==> src/rtl/hbs_pkg.sv <==
package hbs_pkg;

    // Handshake controller states
    typedef enum logic [1:0] {
        ST_IDLE   = 2'd0,   // waiting for the host strobe
        ST_ISSUE  = 2'd1,   // request held towards the core
        ST_SETTLE = 2'd2,   // core done, hold-off still running
        ST_ACK    = 2'd3    // acknowledge driven, waiting for strobe release
    } hbs_state_e;

endpackage

==> src/rtl/hbs_sync.sv <==
module hbs_sync #(
    parameter int   STAGES  = 2,
    parameter logic RST_VAL = 1'b1
) (
    input  logic clk,
    input  logic rst_n,
    input  logic d_async,
    output logic q_sync
);
    localparam int N = (STAGES < 2) ? 2 : STAGES;

    logic [N-1:0] chain_q;

    always_ff @(posedge clk or negedge rst_n) begin
        if (!rst_n) begin
            chain_q <= {N{RST_VAL}};
        end else begin
            chain_q <= {chain_q[N-2:0], d_async};
        end
    end

    assign q_sync = chain_q[N-1];

endmodule

==> src/rtl/hbs_capture.sv <==
module hbs_capture #(
    parameter int SEL_W  = 3,
    parameter int DATA_W = 8
) (
    input  logic              clk,
    input  logic              rst_n,
    input  logic              load_en,
    input  logic              rcap_en,
    input  logic              host_rnw,
    input  logic [SEL_W-1:0]  host_sel,
    input  logic [DATA_W-1:0] host_din,
    input  logic [DATA_W-1:0] core_rdata,
    output logic [SEL_W-1:0]  sel_q,
    output logic              rnw_q,
    output logic [DATA_W-1:0] wdata_q,
    output logic [DATA_W-1:0] rdata_q
);
    // Request fields, taken once per strobe
    always_ff @(posedge clk or negedge rst_n) begin
        if (!rst_n) begin
            sel_q   <= '0;
            rnw_q   <= 1'b0;
            wdata_q <= '0;
        end else if (load_en) begin
            sel_q   <= host_sel;
            rnw_q   <= host_rnw;
            wdata_q <= host_din;
        end
    end

    // Read byte, taken with the completion pulse
    always_ff @(posedge clk or negedge rst_n) begin
        if (!rst_n) begin
            rdata_q <= '0;
        end else if (rcap_en) begin
            rdata_q <= core_rdata;
        end
    end

    // the fields may only be reloaded after the previous capture was
    // followed by a quiet cycle without load
    p_no_double_load_r3: assert property (@(posedge clk) disable iff (!rst_n)
        load_en |=> !load_en);

endmodule

==> src/rtl/hbs_fsm.sv <==
module hbs_fsm
    import hbs_pkg::*;
#(
    parameter int MIN_HOLD = 2
) (
    input  logic clk,
    input  logic rst_n,
    input  logic stb_on,     // synchronised strobe asserted
    input  logic core_done,
    input  logic rnw_q,
    output logic load_en,
    output logic rcap_en,
    output logic core_req,
    output logic ack_n,
    output logic dout_en
);
    localparam int HOLD_EFF  = (MIN_HOLD < 1) ? 1 : MIN_HOLD;
    localparam int CW        = $clog2(HOLD_EFF + 1);
    localparam int HOLD_LAST = HOLD_EFF - 1;

    hbs_state_e state_q, state_d;
    logic [CW-1:0] hold_q;
    logic          hold_ok;
    logic          got_done_q;

    assign hold_ok = (hold_q == HOLD_LAST[CW-1:0]);
    assign load_en = (state_q == ST_IDLE) && stb_on;
    assign rcap_en = (state_q == ST_ISSUE) && core_done;

    // Next state
    always_comb begin
        state_d = state_q;
        unique case (state_q)
            ST_IDLE: begin
                if (stb_on) state_d = ST_ISSUE;
            end
            ST_ISSUE: begin
                if (core_done) state_d = hold_ok ? ST_ACK : ST_SETTLE;
            end
            ST_SETTLE: begin
                if (hold_ok) state_d = ST_ACK;
            end
            ST_ACK: begin
                if (!stb_on) state_d = ST_IDLE;
            end
            default: state_d = ST_IDLE;
        endcase
    end

    // State register
    always_ff @(posedge clk or negedge rst_n) begin
        if (!rst_n) state_q <= ST_IDLE;
        else        state_q <= state_d;
    end

    // Hold-off counter from strobe recognition, saturating
    always_ff @(posedge clk or negedge rst_n) begin
        if (!rst_n) begin
            hold_q <= '0;
        end else if (load_en) begin
            hold_q <= '0;
        end else if (!hold_ok) begin
            hold_q <= hold_q + 1'b1;
        end
    end

    // Completion seen during this access
    always_ff @(posedge clk or negedge rst_n) begin
        if (!rst_n) begin
            got_done_q <= 1'b0;
        end else if (load_en) begin
            got_done_q <= 1'b0;
        end else if (rcap_en) begin
            got_done_q <= 1'b1;
        end
    end

    // Registered outputs, decoded from the next state
    always_ff @(posedge clk or negedge rst_n) begin
        if (!rst_n) begin
            core_req <= 1'b0;
            ack_n    <= 1'b1;
            dout_en  <= 1'b0;
        end else begin
            core_req <= (state_d == ST_ISSUE);
            ack_n    <= (state_d != ST_ACK);
            dout_en  <= (state_d == ST_ACK) && rnw_q;
        end
    end

    // acknowledge never falls before completion was taken
    p_ack_after_done_r4: assert property (@(posedge clk) disable iff (!rst_n)
        $fell(ack_n) |-> got_done_q);

    // acknowledge falls only once the hold-off has run out
    p_ack_holdoff_r5: assert property (@(posedge clk) disable iff (!rst_n)
        $fell(ack_n) |-> hold_ok);

    // request persists until completion arrives
    p_req_until_done_r3: assert property (@(posedge clk) disable iff (!rst_n)
        (core_req && !core_done) |=> core_req);

    // acknowledge held while the strobe stays low
    p_ack_held_r8: assert property (@(posedge clk) disable iff (!rst_n)
        (!ack_n && stb_on) |=> !ack_n);

    // data drive only within a read acknowledge
    p_drive_read_only_r7: assert property (@(posedge clk) disable iff (!rst_n)
        dout_en |-> (!ack_n && rnw_q));

    // no request while acknowledge is low
    p_no_req_in_ack_r9: assert property (@(posedge clk) disable iff (!rst_n)
        !ack_n |-> !core_req);

endmodule

==> src/rtl/hostbus_slave.sv <==
module hostbus_slave #(
    parameter int SEL_W       = 3,
    parameter int DATA_W      = 8,
    parameter int SYNC_STAGES = 2,
    parameter int MIN_HOLD    = 2
) (
    input  logic              clk,
    input  logic              rst_n,
    input  logic              host_stb_n,
    input  logic              host_rnw,
    input  logic [SEL_W-1:0]  host_sel,
    input  logic [DATA_W-1:0] host_din,
    output logic [DATA_W-1:0] host_dout,
    output logic              host_dout_en,
    output logic              host_ack_n,
    output logic              core_req,
    output logic [SEL_W-1:0]  core_sel,
    output logic              core_rd,
    output logic [DATA_W-1:0] core_wdata,
    input  logic              core_done,
    input  logic [DATA_W-1:0] core_rdata
);
    logic stb_n_sync;
    logic stb_on;
    logic load_en;
    logic rcap_en;
    logic rnw_q;
    logic [DATA_W-1:0] rdata_q;

    hbs_sync #(
        .STAGES  (SYNC_STAGES),
        .RST_VAL (1'b1)
    ) u_stb_sync (
        .clk     (clk),
        .rst_n   (rst_n),
        .d_async (host_stb_n),
        .q_sync  (stb_n_sync)
    );

    assign stb_on = !stb_n_sync;

    hbs_fsm #(
        .MIN_HOLD (MIN_HOLD)
    ) u_fsm (
        .clk       (clk),
        .rst_n     (rst_n),
        .stb_on    (stb_on),
        .core_done (core_done),
        .rnw_q     (rnw_q),
        .load_en   (load_en),
        .rcap_en   (rcap_en),
        .core_req  (core_req),
        .ack_n     (host_ack_n),
        .dout_en   (host_dout_en)
    );

    hbs_capture #(
        .SEL_W  (SEL_W),
        .DATA_W (DATA_W)
    ) u_capture (
        .clk        (clk),
        .rst_n      (rst_n),
        .load_en    (load_en),
        .rcap_en    (rcap_en),
        .host_rnw   (host_rnw),
        .host_sel   (host_sel),
        .host_din   (host_din),
        .core_rdata (core_rdata),
        .sel_q      (core_sel),
        .rnw_q      (rnw_q),
        .wdata_q    (core_wdata),
        .rdata_q    (rdata_q)
    );

    assign core_rd   = rnw_q;
    assign host_dout = rdata_q;

    // request fields stable across a held request
    p_fields_stable_r3: assert property (@(posedge clk) disable iff (!rst_n)
        (core_req && $past(core_req)) |-> ($stable(core_sel) && $stable(core_wdata) && $stable(core_rd)));

    // when a read acknowledge starts, the bus is driven
    p_read_drive_r6: assert property (@(posedge clk) disable iff (!rst_n)
        ($fell(host_ack_n) && core_rd) |-> host_dout_en);

endmodule

==> config.mk <==
export PLATFORM = sky130hd
export DESIGN_NAME = hostbus_slave
export DESIGN_NICKNAME = d
export VERILOG_FILES = /design/src/rtl/hbs_pkg.sv /design/src/rtl/hbs_sync.sv /design/src/rtl/hbs_capture.sv /design/src/rtl/hbs_fsm.sv /design/src/rtl/hostbus_slave.sv
export SDC_FILE = /design/constraint.sdc
export NUM_CORES = 1
export LEC_CHECK = 0
export BUFFER_PORTS_ARGS = -buffer_cell sky130_fd_sc_hd__buf_2
export CAP_MARGIN = 20
export CORE_ASPECT_RATIO = 0.5
export CORE_MARGIN = 3
export CORE_UTILIZATION = 45
export CTS_CLUSTER_DIAMETER = 50
export DETAILED_ROUTE_END_ITERATION = 10
export HOLD_SLACK_MARGIN = 0.15
export PLACE_DENSITY = 0.75
export SYNTH_ARGS = -nofsm -noshare
export SYNTH_HDL_FRONTEND = slang
export SYNTH_SLANG_ARGS = --single-unit
==> constraint.sdc <==
create_clock -name clk -period 3.4 [get_ports clk]
set_clock_uncertainty 0.05 [all_clocks]
set_input_delay 0.34 -clock clk [delete_from_list [all_inputs] [get_ports clk]]
set_output_delay 0.34 -clock clk [all_outputs]
set_load 0.02 [all_outputs]
==> results.md, run 1 <==
* Drt pass-1 iters at 4
* Via Count at 769
* Pwr/cell area at 1020 nW/um^2
* Initial antenna violation count at 0
* 1st-iter DRT viols at 14
* CTS tree: done
* Pin count of the biggest net entering global routing at 30
* CP max FO at 15
* Max cap viols at 0
* Net Switching at 570 uW
* Clk sinks at 29
* Layout cell share with drive strength beyond 1 at 0.600
* #FFs+latches synth at 29
* Met2 WL at 1.02 mm
* Nets@finish at 155
* Worst Path Buf+Inv at 0
* Final cell utilization of the core at 0.644
* Final-report setup violation count at 0
* Vias in the first global route at 718
* Synthesized cell area at 1180 sq um
* Via density at 4.66
* Fin crit period at 1.67 ns
* Final worst path period share at 0.491
* Final GP Congestion at 0.766
* Status: finished clean
* Flop-to-flop setup slack at 1.73 ns
* WP data arrival at 1.77 ns
* Dpl hpwl at 1.50 mm
* Buffers on Ports at 46
* Routed wire length at 2.11 mm
* CTS buffer count at 5
* Fmax at 599 MHz
* Routed Antenna Nets at 0
* Crit end category: flop
* HP Class: in -> reg
* CP max-delay cell: nor3_4
* Critical path, cell by cell: nor3_4, mux2_2
* Chip width at 78.5 um
* Area growth syn-to-layout at 28.6%
* Max Buffers Root-to-Sink at 2
* Crit Reg-Reg Startpoint: u_fsm.state_q[0]
* Critical Path Start Type: flop
* Ys flop type: dfrtp_1
* Worst hold slack at 0.235 ns
* Final Max Slew Viols at 0
* Unrepaired setup endpoints after global routing: false
* Switching Share at 0.368
* Initial core utilization at 0.501
* Worst Tran Pin Value at 0.637 ns
* Synth Warn # at 0
* Rel. slew slack at 0.574
* I/O Pins at 47
* Register-to-Register Path Depth at 2
* Hold Crit Depth at 3
* Syn avg cell area at 14.8 sq um
* WS Path Type: reg -> reg
* CTS root buf: clkbuf_8
* Gate Count Post-Synth at 80
* HP Start: host_rnw
* GR Util All Layers at 0.143
* Final Hold Viols at 0
* # rows at 12
* Total Die Area at 3310 sq um
* Number of synthesized flops with an enable pin at 0
* Clock power frac at 0.172
* Number of gates resized after cts at 0
* Async S/R FF share, synth at 1.00
* Clock Latency Late Sink at 0.27 ns
* Remaining DRCs at 0
* Max stage delay on crit path at 0.60 ns
* Worst Hold End: u_capture.rnw_q
* Worst r2r dst: u_capture.wdata_q[5]
* Core Area at 2360 sq um
* Clock transition at path regs at 0.05 ns
* Part of the power in registers at 0.399
* Highest metal used: met3
* Antenna Cells at 0
* Total Power at 1.55 mW
* Final setup TNS at 0 ns
* Die Y at 42.2 um
* VDD IR-drop max at 0.000403 V
* Seq/Total Area, Yosys at 0.618
* Library cells used by synthesis at 23
* Mapped Nets at 105
* Internal power at 980 uW
* Gate power share at 0.429
* CP required at 3.50 ns
* First-pass GRT wire length at 3.44 mm
* Met3 wire length at 133 um
* H-Tree Depth at 2
* Cell leakage power at 0.768 nW
* Met1 Wirelength at 964 um
* CP top delay family: simple AND/OR/NAND/NOR gates
* Gr ovfl total at 0
* DR WL/cell at 12.8 um
-- sequential cells by signal, indices dropped and copies added (netlist names) --
register / cells
u_fsm.core_req: 1
u_fsm.hold_q: 2
u_stb_sync.chain_q: 2
u_fsm.ack_n: 1
u_capture.wdata_q: 8
u_capture.rdata_q: 8
u_capture.sel_q: 3
u_fsm.state_q: 2
u_fsm.dout_en: 1
u_capture.rnw_q: 1
-- worst register-to-register path, stage by stage, from the launching register on --
cell and delay, ns:
dfrtp_1 0.48, nor3_4 0.60, mux2_2 0.42
-- cells by family (layout without fill, tap and decap cells) --
logic type,count (synthesis),count (layout),share of synthesized area
xor gates and xnor gates,1,1,0.00742
and+or+nand+nor,11,11,0.0572
AOI/OAI and AO/OA,10,10,0.0519
DFF,29,29,0.618
adders and majority gates,1,1,0.0106
muxes,19,19,0.207
buffers and inverters,9,59,0.0487
-- final cells by class --
| type | instances | area (sq um) |
|---|---|---|
| Multi-Input combinational cell | 42 | 394 |
| Fill cell | 189 | 838 |
| Inverter | 4 | 15.0 |
| Timing Repair Buffer | 48 | 250 |
| Sequential cell | 29 | 729 |
| Clock buffer | 7 | 86.3 |
| Tap cell | 35 | 43.8 |
-- worst max path at each step --
| stage | start | endpoint | slack [ns] | cells after the start |
|---|---|---|---|---|
| after floorplan | u_fsm.state_q[0] | u_capture.sel_q[0] | 1.90 | 4 |
| after global placement | u_fsm.state_q[1] | u_capture.sel_q[0] | 1.76 | 2 |
| after detailed placement | u_fsm.state_q[0] | u_capture.wdata_q[5] | 1.73 | 2 |
| after CTS | u_fsm.state_q[0] | u_capture.wdata_q[5] | 1.71 | 2 |
| after global routing | u_fsm.state_q[1] | u_capture.wdata_q[5] | 1.65 | 2 |
| final | u_fsm.state_q[0] | u_capture.wdata_q[5] | 1.73 | 2 |
-- cells in the mapped netlist, drive strengths merged (2+ instances only) --
library cell   n  area, sq um
a21oi          4         20.0
inv            4         15.0
dfrtp         26          651
buf            4         38.8
dfstp          3         78.8
mux2          19          244
o21ai          2         10.0
nand2          2         7.51
nor2           5         18.8
-- cell usage in the layout, fill, tap and decap left out, drive strengths merged, types with 2 or more instances in the layout --
cell,instances
buf,46
dfrtp,26
mux2,19
clkbuf,7
nor2,5
a21oi,4
inv,4
dfstp,3
nand2,2
o21ai,2
dlygate4sd3,2
-- stage by stage --
| step | area [sq um] | std cells | worst slack, ns |
|---|---|---|---|
| finish | 1520 | 165 | 1.73 |
| global route | 1520 | 165 | 1.65 |
| CTS | 1520 | 165 | 1.71 |
| detailed placement | 1410 | 156 | 1.73 |
| global placement | 1410 | 156 | 1.76 |
| floorplan | 1180 | 80 | 1.90 |
-- what timing repair did --
action                    4_1_cts  5_1_grt
hold buffers                    2        0
hold endpoints to repair       27        0
setup buffers                   0        0
-- per-layer routing --
metal | global-route usage | vias to the layer above
met4 | 0.0627 | 0
met3 | 0.0773 | 0
met1 | 0.169 | 375
met5 | 0 | -
met2 | 0.218 | 24
li1 | - | 370
-- power groups by stage --
stage / registers, mW / logic [mW] / clock network, mW
2_1_floorplan: 0.774 / 0.336 / 0
3_3_place_gp: 0.614 / 0.654 / 0
3_5_place_dp: 0.624 / 0.668 / 0
4_1_cts: 0.618 / 0.675 / 0.280
5_1_grt: 0.641 / 0.717 / 0.298
6_report: 0.619 / 0.665 / 0.266
Power figures use the tool's default switching activity.
==> inputs of run 2 (changes only) <==
- clock period: 3.4 -> 1.55 ns (I/O delays scaled with it)
==> run 2 against run 1 <==
  * Clock-buffer cell count fell by 2
  * Largest power group unchanged
  * Critical path type unchanged
  * Via count grew 10%
  * Critical path depth rose by 1
  * Die area stayed put
  * Critical endpoint is now u_capture.rdata_q[3]
  * Hold slack worse by 0.067 ns
==> results.md, run 2 (synthesis gave the netlist of run 1 again) <==
* Status: finished clean
* Via Count at 846
* Final Hold Viols at 0
* Final-report setup violation count at 0
* Max Buffers Root-to-Sink at 2
* Fin cells at 189
* Rel. slew slack at 0.583
* VDD IR-drop max at 0.000916 V
* Commonest non-fill, non-tap cell in the layout: buf_2
* Cell leakage power at 0.869 nW
* Nets@finish at 178
* Drt pass-1 iters at 5
* GR Util All Layers at 0.168
* Buffers on Ports at 46
* Initial core utilization at 0.501
* Routed wire length at 2.50 mm
* DR WL/cell at 13.2 um
* Final setup TNS at 0 ns
* CTS buffer count at 5
* Unrepaired setup endpoints after global routing: false
* Remaining DRCs at 0
* Met1 Wirelength at 1.12 mm
* Pwr/cell area at 2000 nW/um^2
* Initial antenna violation count at 0
* Pin count of the biggest net entering global routing at 30
* Dpl hpwl at 1.46 mm
* Critical Path Start Type: flop
* Area growth syn-to-layout at 48.5%
* Clock transition at path regs at 0.06 ns
* Routed Antenna Nets at 0
* Final GP Congestion at 0.771
* # rows at 12
* Worst Setup EP: u_capture.rdata_q[3]
* Crit Reg-Reg Startpoint: u_fsm.state_q[0]
* Placed cell count at 159
* Highest metal used: met4
* Clk sinks at 29
* I/O Pins at 47
* Vias in the first global route at 814
* CTS root buf: clkbuf_8
* Crit. Startpoint: u_fsm.state_q[0]
* Biggest regs: u_capture.rdata_q x8, u_capture.wdata_q x8, u_capture.sel_q x3
* Die Y at 42.2 um
* WP data arrival at 1.55 ns
* WS Path Type: reg -> reg
* Met3 wire length at 150 um
* Core Area at 2360 sq um
* Worst hold slack at 0.168 ns
* CP required at 1.66 ns
* Register-to-Register Path Depth at 3
* Chip width at 78.5 um
* Worst r2r dst: u_capture.rdata_q[3]
* Clock Latency Late Sink at 0.27 ns
* CP max FO at 8
* Final Max Slew Viols at 0
* Crit end category: flop
* Worst Tran Pin Value at 0.626 ns
* HP Start: core_done
* Fmax at 696 MHz
* H-Tree Depth at 2
* 1st-iter DRT viols at 34
* Dpl ws at 0.124 ns
* Total Die Area at 3310 sq um
* Layout cell share with drive strength beyond 1 at 0.539
* Total Power at 3.51 mW
* Max cap viols at 0
* Met2 WL at 1.21 mm
* Antenna Cells at 0
* Final WS setup at 0.114 ns
* Number of gates resized after cts at 0
* HP Class: in -> reg
* CTS tree: done
* Gr ovfl total at 0
* Via density at 4.48
* Final worst path period share at 0.927
* First-pass GRT wire length at 4.13 mm
* Flop-to-flop setup slack at 0.11 ns
* Most frequent cells in the layout: buf_2 (46), dfrtp_1 (26), dlygate4sd3_1 (22), mux2_2 (11), mux2_4 (8)
* Hold Crit Depth at 3
* Fin crit period at 1.44 ns
run 2: cell count changes in the layout (fill, tap and decap cells not counted), sizes merged:
cell,delta
clkbuf,-2
buf,+3
clkinv,+2
clkinvlp,+1
dlygate4sd3,+20
run 2: layout make-up:
cell class                 instances  area [sq um]
clock buffer                       5          68.8
clock inverter                     3          17.5
fill                             151           603
inverter                           4          15.0
multi-input combinational         42           394
sequential                        29           729
tap                               35          43.8
timing repair buffer              71           485
run 2: power breakdown:
part           switching, mW  internal [mW]
Clock                  0.274          0.308
Combinational          0.851          0.756
Sequential             0.189           1.13
Total                   1.31           2.20
run 2: worst min-delay path by stage:
stage / slack [ns] / to
floorplan: -0.19 / u_capture.rdata_q[0]
global placement: 0.15 / u_capture.wdata_q[0]
detailed placement: 0.16 / u_capture.wdata_q[0]
CTS: 0.16 / u_fsm.core_req
global route: 0.17 / u_fsm.core_req
finish: 0.17 / u_fsm.core_req
run 2: metrics by stage:
stage / util / area [sq um]
finish: 0.744 / 1750
detailed placement: 0.614 / 1450
floorplan: - / 1180
global placement: 0.614 / 1450
global route: 0.744 / 1750
CTS: 0.744 / 1750
run 2: repair_timing:
item                                    CTS  global route
endpoints found under the hold margin    47             0
hold buffers                             22             0
buffers inserted                          0             0
endpoints found under the setup margin    0             0
run 2: worst max-delay path: stages, from the launching register on:
cell,delay (ns)
dfrtp_1,0.42
inv_2,0.06
or3_4,0.47
mux2_4,0.33
run 2: per-layer routing:
layer,track usage,vias up
met3,0.0579,3
met1,0.202,400
li1,-,417
met4,0.0732,0
met2,0.276,26
met5,0,-
